**config.mk**
```make
export PLATFORM = sky130hd
export DESIGN_NAME = backscatter_encoder
export DESIGN_NICKNAME = d
export VERILOG_FILES = /design/src/rtl/bsenc_pkg.sv /design/src/rtl/enc_slot_timer.sv /design/src/rtl/enc_bit_slot.sv /design/src/rtl/enc_level_gen.sv /design/src/rtl/backscatter_encoder.sv
export SDC_FILE = /design/constraint.sdc
export NUM_CORES = 1
export LEC_CHECK = 0
export BUFFER_PORTS_ARGS = -buffer_cell sky130_fd_sc_hd__buf_2
export CAP_MARGIN = 20
export CORE_MARGIN = 2
export CORE_UTILIZATION = 41
export DETAILED_ROUTE_END_ITERATION = 10
export GPL_TIMING_DRIVEN = 0
export MAX_ROUTING_LAYER = met4
export PLACE_DENSITY = 0.66
export SETUP_SLACK_MARGIN = 0.05
export SYNTH_ARGS = -nofsm -noshare
export SYNTH_HDL_FRONTEND = slang
export SYNTH_HIERARCHICAL = 1
export SYNTH_SLANG_ARGS = --single-unit
```
**constraint.sdc**
```tcl
create_clock -name clk -period 2.7 [get_ports clk]
set_input_delay 0.405 -clock clk [delete_from_list [all_inputs] [get_ports clk]]
set_output_delay 0.405 -clock clk [all_outputs]
set_load 0.1 [all_outputs]
```
**src/rtl/bsenc_pkg.sv**
```systemverilog
package bsenc_pkg;

   typedef enum logic [1:0] {
      ENC_FM0 = 2'b00,
      ENC_M2  = 2'b01,
      ENC_M4  = 2'b10,
      ENC_M8  = 2'b11
   } enc_mode_e;

   // subcarrier cycles per bit; FM0 counts as one link period
   function automatic int cycles_per_bit(enc_mode_e m);
      case (m)
         ENC_M2:  return 2;
         ENC_M4:  return 4;
         ENC_M8:  return 8;
         default: return 1;
      endcase
   endfunction

endpackage

```
**src/rtl/enc_slot_timer.sv**
```systemverilog
// Tracks the tick position inside the current symbol.
module enc_slot_timer #(
   parameter int CNT_W = 4
) (
   input  logic             clk,
   input  logic             rst_n,
   input  logic             clr,
   input  logic             step,
   input  logic             take,
   input  logic [CNT_W-1:0] half,
   output logic             at_edge,
   output logic             mid
);
   logic [CNT_W-1:0] pos;
   logic [CNT_W-1:0] last_pos;

   assign last_pos = CNT_W'({half, 1'b0} - {{CNT_W{1'b0}}, 1'b1});
   assign at_edge  = (pos == '0);
   assign mid      = (pos == half);

   always_ff @(posedge clk or negedge rst_n) begin
      if (!rst_n) begin
         pos <= '0;
      end else if (clr) begin
         pos <= '0;
      end else if (step) begin
         if (at_edge) begin
            pos <= take ? CNT_W'(1) : '0;
         end else if (pos == last_pos) begin
            pos <= '0;
         end else begin
            pos <= pos + CNT_W'(1);
         end
      end
   end
endmodule

```
**src/rtl/enc_bit_slot.sv**
```systemverilog
// Handshake at symbol boundaries, bit history and busy state.
module enc_bit_slot (
   input  logic clk,
   input  logic rst_n,
   input  logic clr,
   input  logic step,
   input  logic at_edge,
   input  logic valid,
   input  logic data,
   output logic ready,
   output logic take,
   output logic last_bit,
   output logic busy
);
   assign ready = step & at_edge;
   assign take  = ready & valid;

   always_ff @(posedge clk or negedge rst_n) begin
      if (!rst_n) begin
         last_bit <= 1'b1;
         busy     <= 1'b0;
      end else if (clr) begin
         last_bit <= 1'b1;
         busy     <= 1'b0;
      end else if (ready) begin
         busy <= valid;
         if (valid) last_bit <= data;
      end
   end
endmodule

```
**src/rtl/enc_level_gen.sv**
```systemverilog
// Toggles the level every tick unless an inversion point absorbs the toggle.
module enc_level_gen #(
   parameter bit IDLE_LEVEL = 1'b0
) (
   input  logic clk,
   input  logic rst_n,
   input  logic step,
   input  logic at_edge,
   input  logic take,
   input  logic mid,
   input  logic data,
   input  logic last_bit,
   input  logic miller,
   output logic level
);
   logic advance;
   logic hold;

   assign advance = take | (step & ~at_edge);
   // boundary: Miller 0 after 0; mid-bit: any code with a 1
   assign hold = at_edge ? (miller & ~last_bit & ~data) : (mid & last_bit);

   always_ff @(posedge clk or negedge rst_n) begin
      if (!rst_n) begin
         level <= IDLE_LEVEL;
      end else if (advance && !hold) begin
         level <= ~level;
      end
   end
endmodule

```
**src/rtl/backscatter_encoder.sv**
```systemverilog
module backscatter_encoder
   import bsenc_pkg::*;
#(
   parameter int MAX_M      = 8,
   parameter bit MILLER_EN  = 1'b1,
   parameter bit IDLE_LEVEL = 1'b0
) (
   input  logic       clk,
   input  logic       rst_n,
   input  logic       hp_en,
   input  logic       start,
   input  logic [1:0] mode,
   input  logic       bit_valid,
   input  logic       bit_data,
   output logic       bit_ready,
   output logic       mod_level,
   output logic       busy
);
   localparam int CNT_W = $clog2(MAX_M) + 1;

   generate
      if (!(MAX_M == 2 || MAX_M == 4 || MAX_M == 8)) begin : g_bad_max_m
         $error("backscatter_encoder: MAX_M must be 2, 4 or 8");
      end
   endgenerate

   enc_mode_e        mode_q;
   logic [CNT_W-1:0] half;
   logic             miller;
   logic             step;
   logic             at_edge;
   logic             mid;
   logic             take;
   logic             last_bit;

   assign step = hp_en & ~start;

   generate
      if (MILLER_EN) begin : g_multi_code
         int m_sel;
         always_ff @(posedge clk or negedge rst_n) begin
            if (!rst_n)     mode_q <= ENC_FM0;
            else if (start) mode_q <= enc_mode_e'(mode);
         end
         assign m_sel  = cycles_per_bit(mode_q);
         assign half   = CNT_W'((m_sel > MAX_M) ? MAX_M : m_sel);
         assign miller = (mode_q != ENC_FM0);
      end else begin : g_fm0_only
         assign mode_q = ENC_FM0;
         assign half   = CNT_W'(1);
         assign miller = 1'b0;
      end
   endgenerate

   enc_slot_timer #(.CNT_W(CNT_W)) u_timer (
      .clk     (clk),
      .rst_n   (rst_n),
      .clr     (start),
      .step    (step),
      .take    (take),
      .half    (half),
      .at_edge (at_edge),
      .mid     (mid)
   );

   enc_bit_slot u_slot (
      .clk      (clk),
      .rst_n    (rst_n),
      .clr      (start),
      .step     (step),
      .at_edge  (at_edge),
      .valid    (bit_valid),
      .data     (bit_data),
      .ready    (bit_ready),
      .take     (take),
      .last_bit (last_bit),
      .busy     (busy)
   );

   enc_level_gen #(.IDLE_LEVEL(IDLE_LEVEL)) u_level (
      .clk      (clk),
      .rst_n    (rst_n),
      .step     (step),
      .at_edge  (at_edge),
      .take     (take),
      .mid      (mid),
      .data     (bit_data),
      .last_bit (last_bit),
      .miller   (miller),
      .level    (mod_level)
   );
endmodule

```
# --- Word level (Yosys, flattened, before mapping) ---
# Index checks and enable logic that the tools add are counted.
# W data, S select, Z words.
classes:
  eq_ne: 5
  reduce_logical: 8
  magnitude_cmp: 1
  n_addsub: 2
  bitwise_logic: 13
  n_mux: 13
ops:
  columns: ["cell", "n"]
  rows:
  - ["$gt A32 B5 Y1 const B", 1]
  - ["$mux W4", 5]
  - ["$pmux W4 S3", 1]
  - ["$eq A4 B4 Y1", 2]
  - ["$reduce_bool A2 Y1", 4]
  - ["$and A1 B1 Y1", 7]
  - ["$mux W1", 7]
  - ["$not A1 Y1", 5]
  - ["$add A4 B1 Y4 const B", 1]
  - ["$eq A2 B2 Y1 const B", 2]
  - ["$logic_not A4 Y1", 1]
  - ["$sub A4 B1 Y4 const B", 1]
  - ["$eq A2 B1 Y1 const B", 1]
  - ["$reduce_and A2 Y1", 1]
  - ["$logic_and A1 B1 Y1", 1]
  - ["$logic_not A1 Y1", 1]
  - ["$or A1 B1 Y1", 1]
word_totals:
  in_bits: 8
  out_inout_bits: 3
  elab_cells: 47
  ff_bits: 9

# --- Longest topological paths before layout ---
# Gate-level depths: netlist (run 1).
logic_depth:
  depth_word: 10
  mapped_depth: 7
  ltp_nobuf: 7

# --- Modules after synthesis ---
# Netlist (run 1), hierarchy kept.
modules_own_cells:
  columns: ["mod", "seq_area_each_um2", "area_each_um2", "cells_per_inst", "n_inst"]
  rows:
  - ["enc_slot_timer", 100.1, 392.9, 38, 1]
  - ["backscatter_encoder", 50.0, 115.1, 10, 1]
  - ["enc_bit_slot", 51.3, 105.1, 9, 1]
  - ["enc_level_gen", 25.0, 63.8, 6, 1]

# --- Least setup slack after synthesis (run 1) ---
# Ideal clock, no wire load.
synth_path:
  path_type: "flip-flop to output port"
  startpoint: "register u_timer.pos[0]"
  endpoint: "output port bit_ready"
  arrival_ns: 1.598
  t_required_ns: 2.295
  n_path_buf: 0
  stages_incl_launch_ff: 5
  slack_ns: 0.697
  path_cell_list: "dfrtp_1 -> inv_1 -> ha_1 -> nor3b_2 -> and2_2"
synth_between:
  elab_chain_cells: 2
synth_rtl:
  columns: ["item", "line_no", "text"]
  rows:
  - ["start, declared", "enc_slot_timer.sv:14", "logic [CNT_W-1:0] pos;"]
  - ["start signal, assigned", "enc_slot_timer.sv:28", "pos <= take ? CNT_W'(1) : '0;"]
  - ["start signal, assigned", "enc_slot_timer.sv:32", "pos <= pos + CNT_W'(1);"]
  - ["$logic_not A4 Y1", "enc_slot_timer.sv:18", "assign at_edge = (pos == '0);"]
  - ["via at_edge", "backscatter_encoder.sv:31", "logic at_edge;"]
  - ["$and A1 B1 Y1", "enc_bit_slot.sv:15", "assign ready = step & at_edge;"]
  - ["end, declared", "backscatter_encoder.sv:15", "output logic bit_ready,"]
# The timed path passes the listed nets, and every way through them passes these cells.

# --- Worst setup path in the final report (run 1) ---
# Same ends and word-level chain as after synthesis.

==> reports/qor.tcl, run 1 <==
set qor(max_transition_margin_pct) 60.60
set qor(yosys-top-cells-area) {sky130_fd_sc_hd__dfrtp_1 30%, sky130_fd_sc_hd__ha_1 5.5%, sky130_fd_sc_hd__xor2_1 5.2%}
set qor(route.vias.total) 480
set qor(finalMaxSlewViolations) 0
set qor(cp_data_arrival_time_ps) 2030
set qor(nFillCells) 144
set qor(coreArea_um2) 1524
set qor(diodes) 0
set qor(postSynthNetCount) 74
set qor(die_y_um) 44.63
set qor(antenna_found_initial) 0
set qor(cts_num_sinks) 9
set qor(finClkSkew_ps) 1.623
set qor(floorplan.die_area_um2) 1992
set qor(viasPerCell) 5.106
set qor(clock_insertion_delay_worst_skew_ps) 260
set qor(drc) 0
set qor(io_buffer_count) 10
set qor(area.growth.synth_to_final_pct) 16.64
set qor(globalRoute.totalOverflow) 0
set qor(setup_ws_ps) 268.3
set qor(critical_path.n_buffers_inverters) 2
set qor(worst_setup_timing_slack_at_the_placement_stage_ps) 449.8
set qor(clock_tree.buffer_depth) 2
set qor(report.final.hold_viol_count) 0
set qor(grt_start_max_net_pins) 11
set qor(post_route_cells_drive_above_1_share_pct) 32.05
set qor(slowest_cell_on_crit_path) {sky130_fd_sc_hd__dfrtp_1}
set qor(ys_async_sr_fraction_pct) 100.0
set qor(stage_delay_of_the_slowest_cell_on_the_critical_path_ps) 460
set qor(grt_pass1_vias) 461
set qor(layout.cell_area.non_filler_um2) 789.5
set qor(synth-edff-count) 0
set qor(drv_cap) 0
set qor(post-dp-hpwl_um) 842.8
set qor(synth.yosys.warnings) 6
set qor(synth_flop_type) {sky130_fd_sc_hd__dfrtp_1}
set qor(cts_root_buf) {sky130_fd_sc_hd__clkbuf_4}
set qor(dr.pass1.iters) 4
set qor(min_path_type) {in -> reg}
set qor(yosysTopAreaCellShare_pct) 29.57
set qor(crit_type) {reg -> out}
set qor(design.final.nets) 90
set qor(fmax_mhz) 411.2
set qor(setup_viol) 0
set qor(regArea_um2) 226.5
set qor(yosysSeqAreaShare_pct) 33.46
set qor(cp_max_fo) 10
set qor(dpl_cell_area_um2) 747.0
set qor(run_status) {finished, final reports clean}
set qor(ant_nets) 0
set qor(synth_area_per_cell_um2) 10.74
set qor(synth_area_leader_cell) {sky130_fd_sc_hd__dfrtp_1}
set qor(drt_total_wl_um) 1150
set qor(yosysUniqueCellTypes) 35
set qor(synth-seq-cells) 9
set qor(path_delay_family) {buffers and inverters}
set qor(tritoncts) {done}
set qor(detailedRoute.firstIterationViolations) 6
set qor(cts_max_level) 1
set qor(io_pins) 11
set qor(syn-cell-area_um2) 676.9
set qor(placementRows) 14
set qor(worst_ep_required_time_ps) 2300
set qor(numCtsBuffers) 3
set qor(worstMarginPinSlew_ps) 589.8
set qor(setup_tns_ps) 0
set qor(gp_routability_congestion) 0.7630
set qor(power.density_nw_per_um2) 540.3
set qor(final_core_util_pct) 51.81
set qor(first_pass_grt_wire_length_um) 2035
set qor(timing.critical_path.cells) {inv_1 > ha_1 > nor3b_4 > and2_2 > buf_2}
set qor(grtUsageTotal_pct) 15.20
set qor(finalWorstPathRequiredPeriod_ps) 2432
set qor(syn-instance-count) 63
set qor(grt_setup_unrepaired) {false}
set qor(leak_nw) 0.3850
set qor(routedWlPerCell_um) 12.23
set qor(clk_pin_slew_worst_paths_ps) 60
set qor(die_w_um) 44.63
set qor(crit_path_end_kind) {output pin}
set qor(timing.critical_path.from_type) {flop}
set qor(multiInputGateArea_um2) 426.7
set qor(floorplan.initialDensity_pct) 44.42
set qor(fin_crit_sh_pct) 90.06
set qor(fin_worst_hold_slack_ps) 373.1
set qor(irDropWorstVdd_mv) 0.4679
flip-flops by register name (all words and copies together) (netlist names):
name             cells
u_slot/last_bit      1
u_timer/pos          4
mode_q               2
u_level/level        1
u_slot/busy          1
cell type report:
type | instances | area share [%]
multi-input combinational | 48 | 54.04
tap | 16 | 2.536
inverter | 5 | 2.377
sequential | 9 | 28.68
timing repair buffer | 11 | 7.607
clock buffer | 4 | 3.328
buffer | 1 | 1.426
where the power goes:
group          leakage (nW)  switching [mW]  internal, mW
logic                 0.255           0.110        0.0507
registers             0.115          0.0118         0.149
clock network        0.0150          0.0478        0.0570
total                 0.385           0.170         0.256
timing repair:
action	4_1_cts	5_1_grt
hold buffers	1	0
endpoints found under the hold margin	8	0
endpoints found under the setup margin	0	1
resized for setup	0	1
buffers inserted	0	0
cells by family (layout without fill, tap and decap cells):
| kind of cell | count (synthesis) | count (layout) | synth area share (%) |
|---|---|---|---|
| simple gates | 23 | 23 | 24.59 |
| compound gates | 12 | 12 | 14.97 |
| flops | 9 | 9 | 33.46 |
| xor+xnor | 8 | 8 | 12.57 |
| buf+inv | 6 | 21 | 4.436 |
| fa+ha+maj | 3 | 3 | 5.546 |
| mux | 2 | 2 | 4.436 |
final timing paths:
path	startpoint	to	slack (ps)	cells past startpoint
worst min register to register	u_level/level	u_level/level	470	1
max in group asynchronous	rst_n	u_slot/last_bit	1930	2
worst max-delay path	u_timer/pos[0]	bit_ready	270	5
min in group asynchronous	rst_n	u_timer/pos[2]	520	2
worst max register to register	mode_q[1]	u_timer/pos[2]	660	7
worst min-delay path	mode[0]	mode_q[0]	370	2
cells in the final DEF (no fill, tap or decap), drive strengths merged, types with 2 or more instances in the layout:
cell type / synthesis / final
a211oi: 2 / 2
a22o: 2 / 2
and2: 2 / 2
buf: 1 / 11
clkbuf: 0 / 4
dfrtp: 8 / 8
ha: 3 / 3
inv: 5 / 5
mux2: 2 / 2
nand2: 2 / 2
nor2: 5 / 5
nor2b: 4 / 4
nor4: 2 / 2
or2: 2 / 2
xnor2: 3 / 3
xor2: 4 / 4
metal layers:
metal	vias up	GRT usage, %	share of wire, %
met5	-	-	0
met1	216	19.44	51
met4	0	10.91	1.0
li1	251	-	-
met3	2	2.449	2.6
met2	11	21.45	46
synth_stat cells, types with 2 or more instances:
master / n
sky130_fd_sc_hd__xnor2_1: 3
sky130_fd_sc_hd__nor2_1: 4
sky130_fd_sc_hd__mux2_4: 2
sky130_fd_sc_hd__xor2_1: 4
sky130_fd_sc_hd__nor2b_1: 4
sky130_fd_sc_hd__inv_1: 5
sky130_fd_sc_hd__nand2_1: 2
sky130_fd_sc_hd__a211oi_1: 2
sky130_fd_sc_hd__a22o_1: 2
sky130_fd_sc_hd__ha_1: 3
sky130_fd_sc_hd__dfrtp_1: 8
through the flow:
stage	power (mW)	cells
after floorplan	0.2931	63
after global placement	0.3212	89
after detailed placement	0.3232	89
after CTS	0.4327	94
after global routing	0.4562	94
final	0.4265	94
Note: power is estimated with default switching activity, not from simulation.
==> run 2: changes to the inputs <==
--- a/config.mk
+++ b/config.mk
@@ -13,7 +13,7 @@
 export GPL_TIMING_DRIVEN = 0
 export MAX_ROUTING_LAYER = met4
 export PLACE_DENSITY = 0.66
-export SETUP_SLACK_MARGIN = 0.05
+export SETUP_SLACK_MARGIN = 0.02
 export SYNTH_ARGS = -nofsm -noshare
 export SYNTH_HDL_FRONTEND = slang
 export SYNTH_HIERARCHICAL = 1
==> constraint.sdc (replaced) <==
create_clock -name clk -period 2.7 [get_ports clk]
set_input_delay 0.27 -clock clk [delete_from_list [all_inputs] [get_ports clk]]
set_output_delay 0.27 -clock clk [all_outputs]
set_load 0.1 [all_outputs]
==> run 2 against run 1 <==
Compared with the run above:
- sequential power barely moved
- combinational power barely moved
- hold slack got worse by 140 ps
- final cell count did not move
==> reports/qor.tcl, run 2 (synthesis gave the netlist of run 1 again) <==
set qor(timing.critical_path.cells) {inv_1 > ha_1 > nor3b_2 > and2_2 > buf_2}
set qor(drt_total_wl_um) 1135
set qor(path_delay_family) {simple AND/OR/NAND/NOR gates}
set qor(critical_path.n_buffers_inverters) 2
set qor(crit_path_end_kind) {output pin}
set qor(worst_hold_startpoint) {mode[0]}
set qor(globalRoute.totalOverflow) 0
set qor(ant_nets) 0
set qor(detailedRoute.firstIterationViolations) 5
set qor(grt_setup_unrepaired) {false}
set qor(min_path_type) {in -> reg}
set qor(slowest_cell_on_crit_path) {sky130_fd_sc_hd__nor3b_2}
set qor(nFillCells) 145
set qor(coreArea_um2) 1524
set qor(setup_viol) 0
set qor(setup_tns_ps) 0
set qor(finClkSkew_ps) 1.597
set qor(cts_num_sinks) 9
set qor(design.final.nets) 90
set qor(floorplan.die_area_um2) 1992
set qor(floorplan.initialDensity_pct) 44.42
set qor(registers.top_by_ff_count) {u_timer/pos}
set qor(max_transition_margin_pct) 60.73
set qor(drc) 0
set qor(worst_setup_path_startpoint) {u_timer/pos[0]}
set qor(multiInputGateArea_um2) 420.4
set qor(clock_tree.buffer_depth) 2
set qor(drv_cap) 0
set qor(regArea_um2) 226.5
set qor(post-dp-hpwl_um) 842.8
set qor(biggest_registers_after_layout) {u_timer/pos (4), mode_q (2)}
set qor(critical_path.reg2reg.startpoint) {mode_q[1]}
set qor(area.growth.synth_to_final_pct) 15.71
set qor(fin_worst_hold_slack_ps) 236.9
set qor(timing.critical_path.from_type) {flop}
set qor(viasPerCell) 5.128
set qor(tritoncts) {done}
set qor(cp_data_arrival_time_ps) 2120
set qor(finalWorstPathRequiredPeriod_ps) 2391
set qor(routedWlPerCell_um) 12.07
set qor(cts_root_buf) {sky130_fd_sc_hd__clkbuf_4}
set qor(cp_max_fo) 10
set qor(route.vias.total) 482
set qor(irDropWorstVdd_mv) 0.4680
set qor(report.final.hold_viol_count) 0
set qor(grt_pass1_vias) 461
set qor(report.power.total_uw) 425.6
set qor(diodes) 0
set qor(antenna_found_initial) 0
set qor(cells_after_dpl) 89
set qor(post_route_cells_drive_above_1_share_pct) 32.05
set qor(cts_hold_repair.buffers) 1
set qor(dpl_cell_area_um2) 747.0
set qor(final_cell_count_no_fill) 94
set qor(io_pins) 11
set qor(clk_pin_slew_worst_paths_ps) 60
set qor(stage_delay_of_the_slowest_cell_on_the_critical_path_ps) 460
set qor(final_core_util_pct) 51.40
set qor(worst_setup_timing_slack_at_the_placement_stage_ps) 584.8
set qor(layout_common_cells) {10 x sky130_fd_sc_hd__buf_2, 8 x sky130_fd_sc_hd__dfrtp_1, 5 x sky130_fd_sc_hd__inv_1}
set qor(layout.cell_area.non_filler_um2) 783.3
set qor(dr.pass1.iters) 4
set qor(grt_start_max_net_pins) 11
set qor(die_w_um) 44.63
set qor(mostFrequentLayoutCell) {sky130_fd_sc_hd__buf_2}
set qor(first_pass_grt_wire_length_um) 2035
set qor(worstMarginPinSlew_ps) 587.9
set qor(setup_ws_ps) 308.6
set qor(fin_crit_sh_pct) 88.57
set qor(max_ffs_per_register) 4
set qor(placementRows) 14
set qor(power.density_nw_per_um2) 543.4
set qor(fmax_mhz) 418.2
set qor(worst_ep_required_time_ps) 2430
set qor(crit_type) {reg -> out}
set qor(numCtsBuffers) 3
set qor(die_y_um) 44.63
set qor(grtUsageTotal_pct) 15.20
set qor(cts_post_setup_buffers_inserted) 0
set qor(finalMaxSlewViolations) 0
set qor(cts_resized) 0
set qor(run_status) {finished, final reports clean}
set qor(cts_max_level) 1
set qor(clock_insertion_delay_worst_skew_ps) 260
set qor(io_buffer_count) 10
set qor(gp_routability_congestion) 0.7630
set qor(leak_nw) 0.3816
==> run 2: worst reg2reg max path: cells and delay by family (launching register included) <==
kind | cells | cell delay (ps)
simple gates | 2 | 500
flops | 1 | 420
xor+xnor | 1 | 410
compound gates | 2 | 350
fa+ha+maj | 1 | 200
buf+inv | 1 | 70
==> run 2: metal layers <==
layer  GRT usage, %  routed length [um]  up-vias
li1               -                   -      252
met1          19.44                 573      217
met2          21.45                 519       11
met3          2.449                  30        2
met4          10.91                  12        0
met5              -                   0        -
==> run 2: final timing paths <==
path | slack, ps | cells after the start | to
setup / recovery | 310 | 5 | bit_ready
hold / removal | 240 | 2 | mode_q[0]
setup reg to reg | 660 | 7 | u_timer/pos[2]
hold reg to reg | 470 | 1 | u_level/level
max in group asynchronous | 2070 | 2 | u_slot/last_bit
min in group asynchronous | 390 | 2 | u_timer/pos[2]
==> run 2: report_power, final <==
part / switching, mW / internal (mW)
Combinational: 0.110 / 0.0496
Clock: 0.0482 / 0.0570
Sequential: 0.0117 / 0.149
==> run 2: area by class of cell <==
cell class / count / share of cell area (%)
plain buffers: 1 / 1.438
clock buffers: 4 / 3.355
inverters: 5 / 2.396
multi-input cells: 48 / 53.67
flip-flops and latches: 9 / 28.91
well taps: 16 / 2.556
repair buffers: 11 / 7.668
==> run 3: changes to the inputs <==
--- a/config.mk
+++ b/config.mk
@@ -10,7 +10,6 @@
 export CORE_MARGIN = 2
 export CORE_UTILIZATION = 41
 export DETAILED_ROUTE_END_ITERATION = 10
-export GPL_TIMING_DRIVEN = 0
 export MAX_ROUTING_LAYER = met4
 export PLACE_DENSITY = 0.66
 export SETUP_SLACK_MARGIN = 0.02
==> run 3 against run 2 <==
Compared with the run above:
- via count increased by 4.8%
- setup slack gained 220 ps
- register-to-register slack hardly changed
- utilization shrank 0.25 points
- clock skew increased by 0.61 ps
- count of clock-buffer cells in the layout unchanged
- die area unchanged
- final area is 0.48% lower
- clock power fell by 5%
- routed wire length rose by 14%
- sequential share of layout area up 0.14 points
- first-iteration DRC count increased by 80%
- highest routed layer unchanged
==> reports/qor.tcl, run 3 (synthesis gave the netlist of run 1 again) <==
set qor(run_status) {finished, final reports clean}
set qor(post_route_cells_drive_above_1_share_pct) 32.05
set qor(detailedRoute.firstIterationViolations) 9
set qor(drt_total_wl_um) 1291
set qor(gp_routability_congestion) 0.7490
set qor(setup_viol) 0
set qor(fmax_mhz) 461.4
set qor(worst_ep_required_time_ps) 2430
set qor(registers.top_by_ff_count) {u_timer/pos}
set qor(route.vias.total) 505
set qor(mostFrequentLayoutCell) {sky130_fd_sc_hd__buf_2}
set qor(cts_root_buf) {sky130_fd_sc_hd__clkbuf_4}
set qor(ant_nets) 0
set qor(routedWlPerCell_um) 13.73
set qor(critical_path.n_buffers_inverters) 3
set qor(irDropWorstVdd_mv) 0.3729
set qor(stage_delay_of_the_slowest_cell_on_the_critical_path_ps) 450
set qor(tritoncts) {done}
set qor(clock_insertion_delay_worst_skew_ps) 250
set qor(max_ffs_per_register) 4
set qor(biggest_registers_after_layout) {u_timer/pos (4), mode_q (2)}
set qor(report.final.hold_viol_count) 0
set qor(clock_tree.buffer_depth) 2
set qor(placementRows) 14
set qor(layout_common_cells) {10 x sky130_fd_sc_hd__buf_2, 8 x sky130_fd_sc_hd__dfrtp_1, 5 x sky130_fd_sc_hd__inv_1}
set qor(cts_num_sinks) 9
set qor(grt_start_max_net_pins) 11
set qor(grt_setup_unrepaired) {false}
set qor(grtUsageTotal_pct) 17.02
set qor(floorplan.die_area_um2) 1992
set qor(path_delay_family) {buffers and inverters}
set qor(multiInputGateArea_um2) 420.4
set qor(crit_path_end_kind) {output pin}
set qor(die_w_um) 44.63
set qor(worstMarginPinSlew_ps) 575.5
set qor(diodes) 0
set qor(regArea_um2) 226.5
set qor(design.final.nets) 90
set qor(post-dp-hpwl_um) 1013
set qor(crit_type) {reg -> out}
set qor(io_pins) 11
set qor(cts_max_level) 1
set qor(antenna_found_initial) 0
set qor(cells_after_dpl) 89
set qor(io_buffer_count) 10
set qor(finalMaxSlewViolations) 0
set qor(min_path_type) {in -> reg}
set qor(fin_crit_sh_pct) 80.27
set qor(globalRoute.totalOverflow) 0
set qor(setup_tns_ps) 0
set qor(viasPerCell) 5.372
set qor(leak_nw) 0.3798
set qor(drv_cap) 0
set qor(rrSetupSlack_ps) 650
set qor(area.growth.synth_to_final_pct) 15.16
set qor(final_cell_count_no_fill) 94
set qor(drc) 0
set qor(worst_setup_path_startpoint) {u_timer/pos[0]}
set qor(grt_pass1_vias) 484
set qor(power.density_nw_per_um2) 544.5
set qor(slowest_cell_on_crit_path) {sky130_fd_sc_hd__dfrtp_1}
set qor(max_transition_margin_pct) 61.56
set qor(clk_pin_slew_worst_paths_ps) 60
set qor(fin_worst_hold_slack_ps) 250.5
set qor(timing.critical_path.from_type) {flop}
set qor(critical_path.reg2reg.startpoint) {mode_q[1]}
set qor(timing.critical_path.cells) {inv_1 > ha_1 > nor3b_2 > buf_4 > and2_2 > buf_2}
set qor(worst_hold_startpoint) {mode[0]}
set qor(coreArea_um2) 1524
set qor(cp_max_fo) 10
set qor(dr.pass1.iters) 4
set qor(first_pass_grt_wire_length_um) 2263
set qor(nFillCells) 147
set qor(numCtsBuffers) 3
set qor(finalWorstPathRequiredPeriod_ps) 2167
set qor(cp_data_arrival_time_ps) 1900
set qor(die_y_um) 44.63
set qor(finClkSkew_ps) 2.206
set qor(floorplan.initialDensity_pct) 44.42
## run 3: cell count changes in the layout (fill, tap and decap cells not counted)
| cell | delta |
|---|---|
| sky130_fd_sc_hd__buf_6 | -1 |
| sky130_fd_sc_hd__buf_4 | +1 |
## run 3: worst reg2reg max path, cell delays in order, from the launching register on
cell and delay [ps]:
sky130_fd_sc_hd__dfrtp_1 410, sky130_fd_sc_hd__nor2_1 260, sky130_fd_sc_hd__inv_1 80, sky130_fd_sc_hd__ha_1 200, sky130_fd_sc_hd__xor3_1 400, sky130_fd_sc_hd__nor4_4 240, sky130_fd_sc_hd__o32ai_2 130, sky130_fd_sc_hd__a22o_1 210
## run 3: worst paths after layout
kind | to | cells after the start
worst max register to register | u_timer/pos[2] | 7
min in group asynchronous | u_slot/busy | 2
max in group asynchronous | u_slot/last_bit | 2
worst min register to register | u_level/level | 1
worst max-delay path | bit_ready | 6
worst min-delay path | mode_q[0] | 2
## run 3: power breakdown
| group | switching [mW] | internal, mW | total (mW) |
|---|---|---|---|
| sequential | 0.0124 | 0.149 | 0.161 |
| combinational | 0.112 | 0.0509 | 0.163 |
| clock | 0.0436 | 0.0567 | 0.100 |
| total | 0.168 | 0.256 | 0.424 |
## run 3: stage by stage
step	utilization [%]	cell area [um^2]	setup slack, ps	power, mW
after global routing	51.15	779.5	363.7	0.4526
after CTS	51.15	779.5	508.7	0.4304
after global placement	48.77	743.2	743.4	0.3227
final	51.15	779.5	532.8	0.4244
after detailed placement	48.77	743.2	662.4	0.3269
after floorplan	-	676.9	814.3	0.2931
## run 3: layout make-up
type                       count  area share [%]
tap                           16           2.568
timing repair buffer          12           8.668
sequential                     9           29.05
inverter                       5           2.408
multi-input combinational     48           53.93
clock buffer                   4           3.371
## run 3: what timing repair did
| action | in CTS | in global routing |
|---|---|---|
| hold endpoints to repair | 8 | 0 |
| buffers inserted | 0 | 0 |
| hold buffers | 1 | 0 |
| gates resized for setup | 0 | 0 |
| endpoints found under the setup margin | 0 | 0 |
## run 3: metal layers
layer | GRT usage, % | vias to the layer above | wire length (um)
li1 | - | 252 | -
met1 | 21.48 | 242 | 619
met2 | 25.22 | 9 | 611
met3 | 2.449 | 2 | 42
met4 | 10.91 | 0 | 18
met5 | - | - | 0
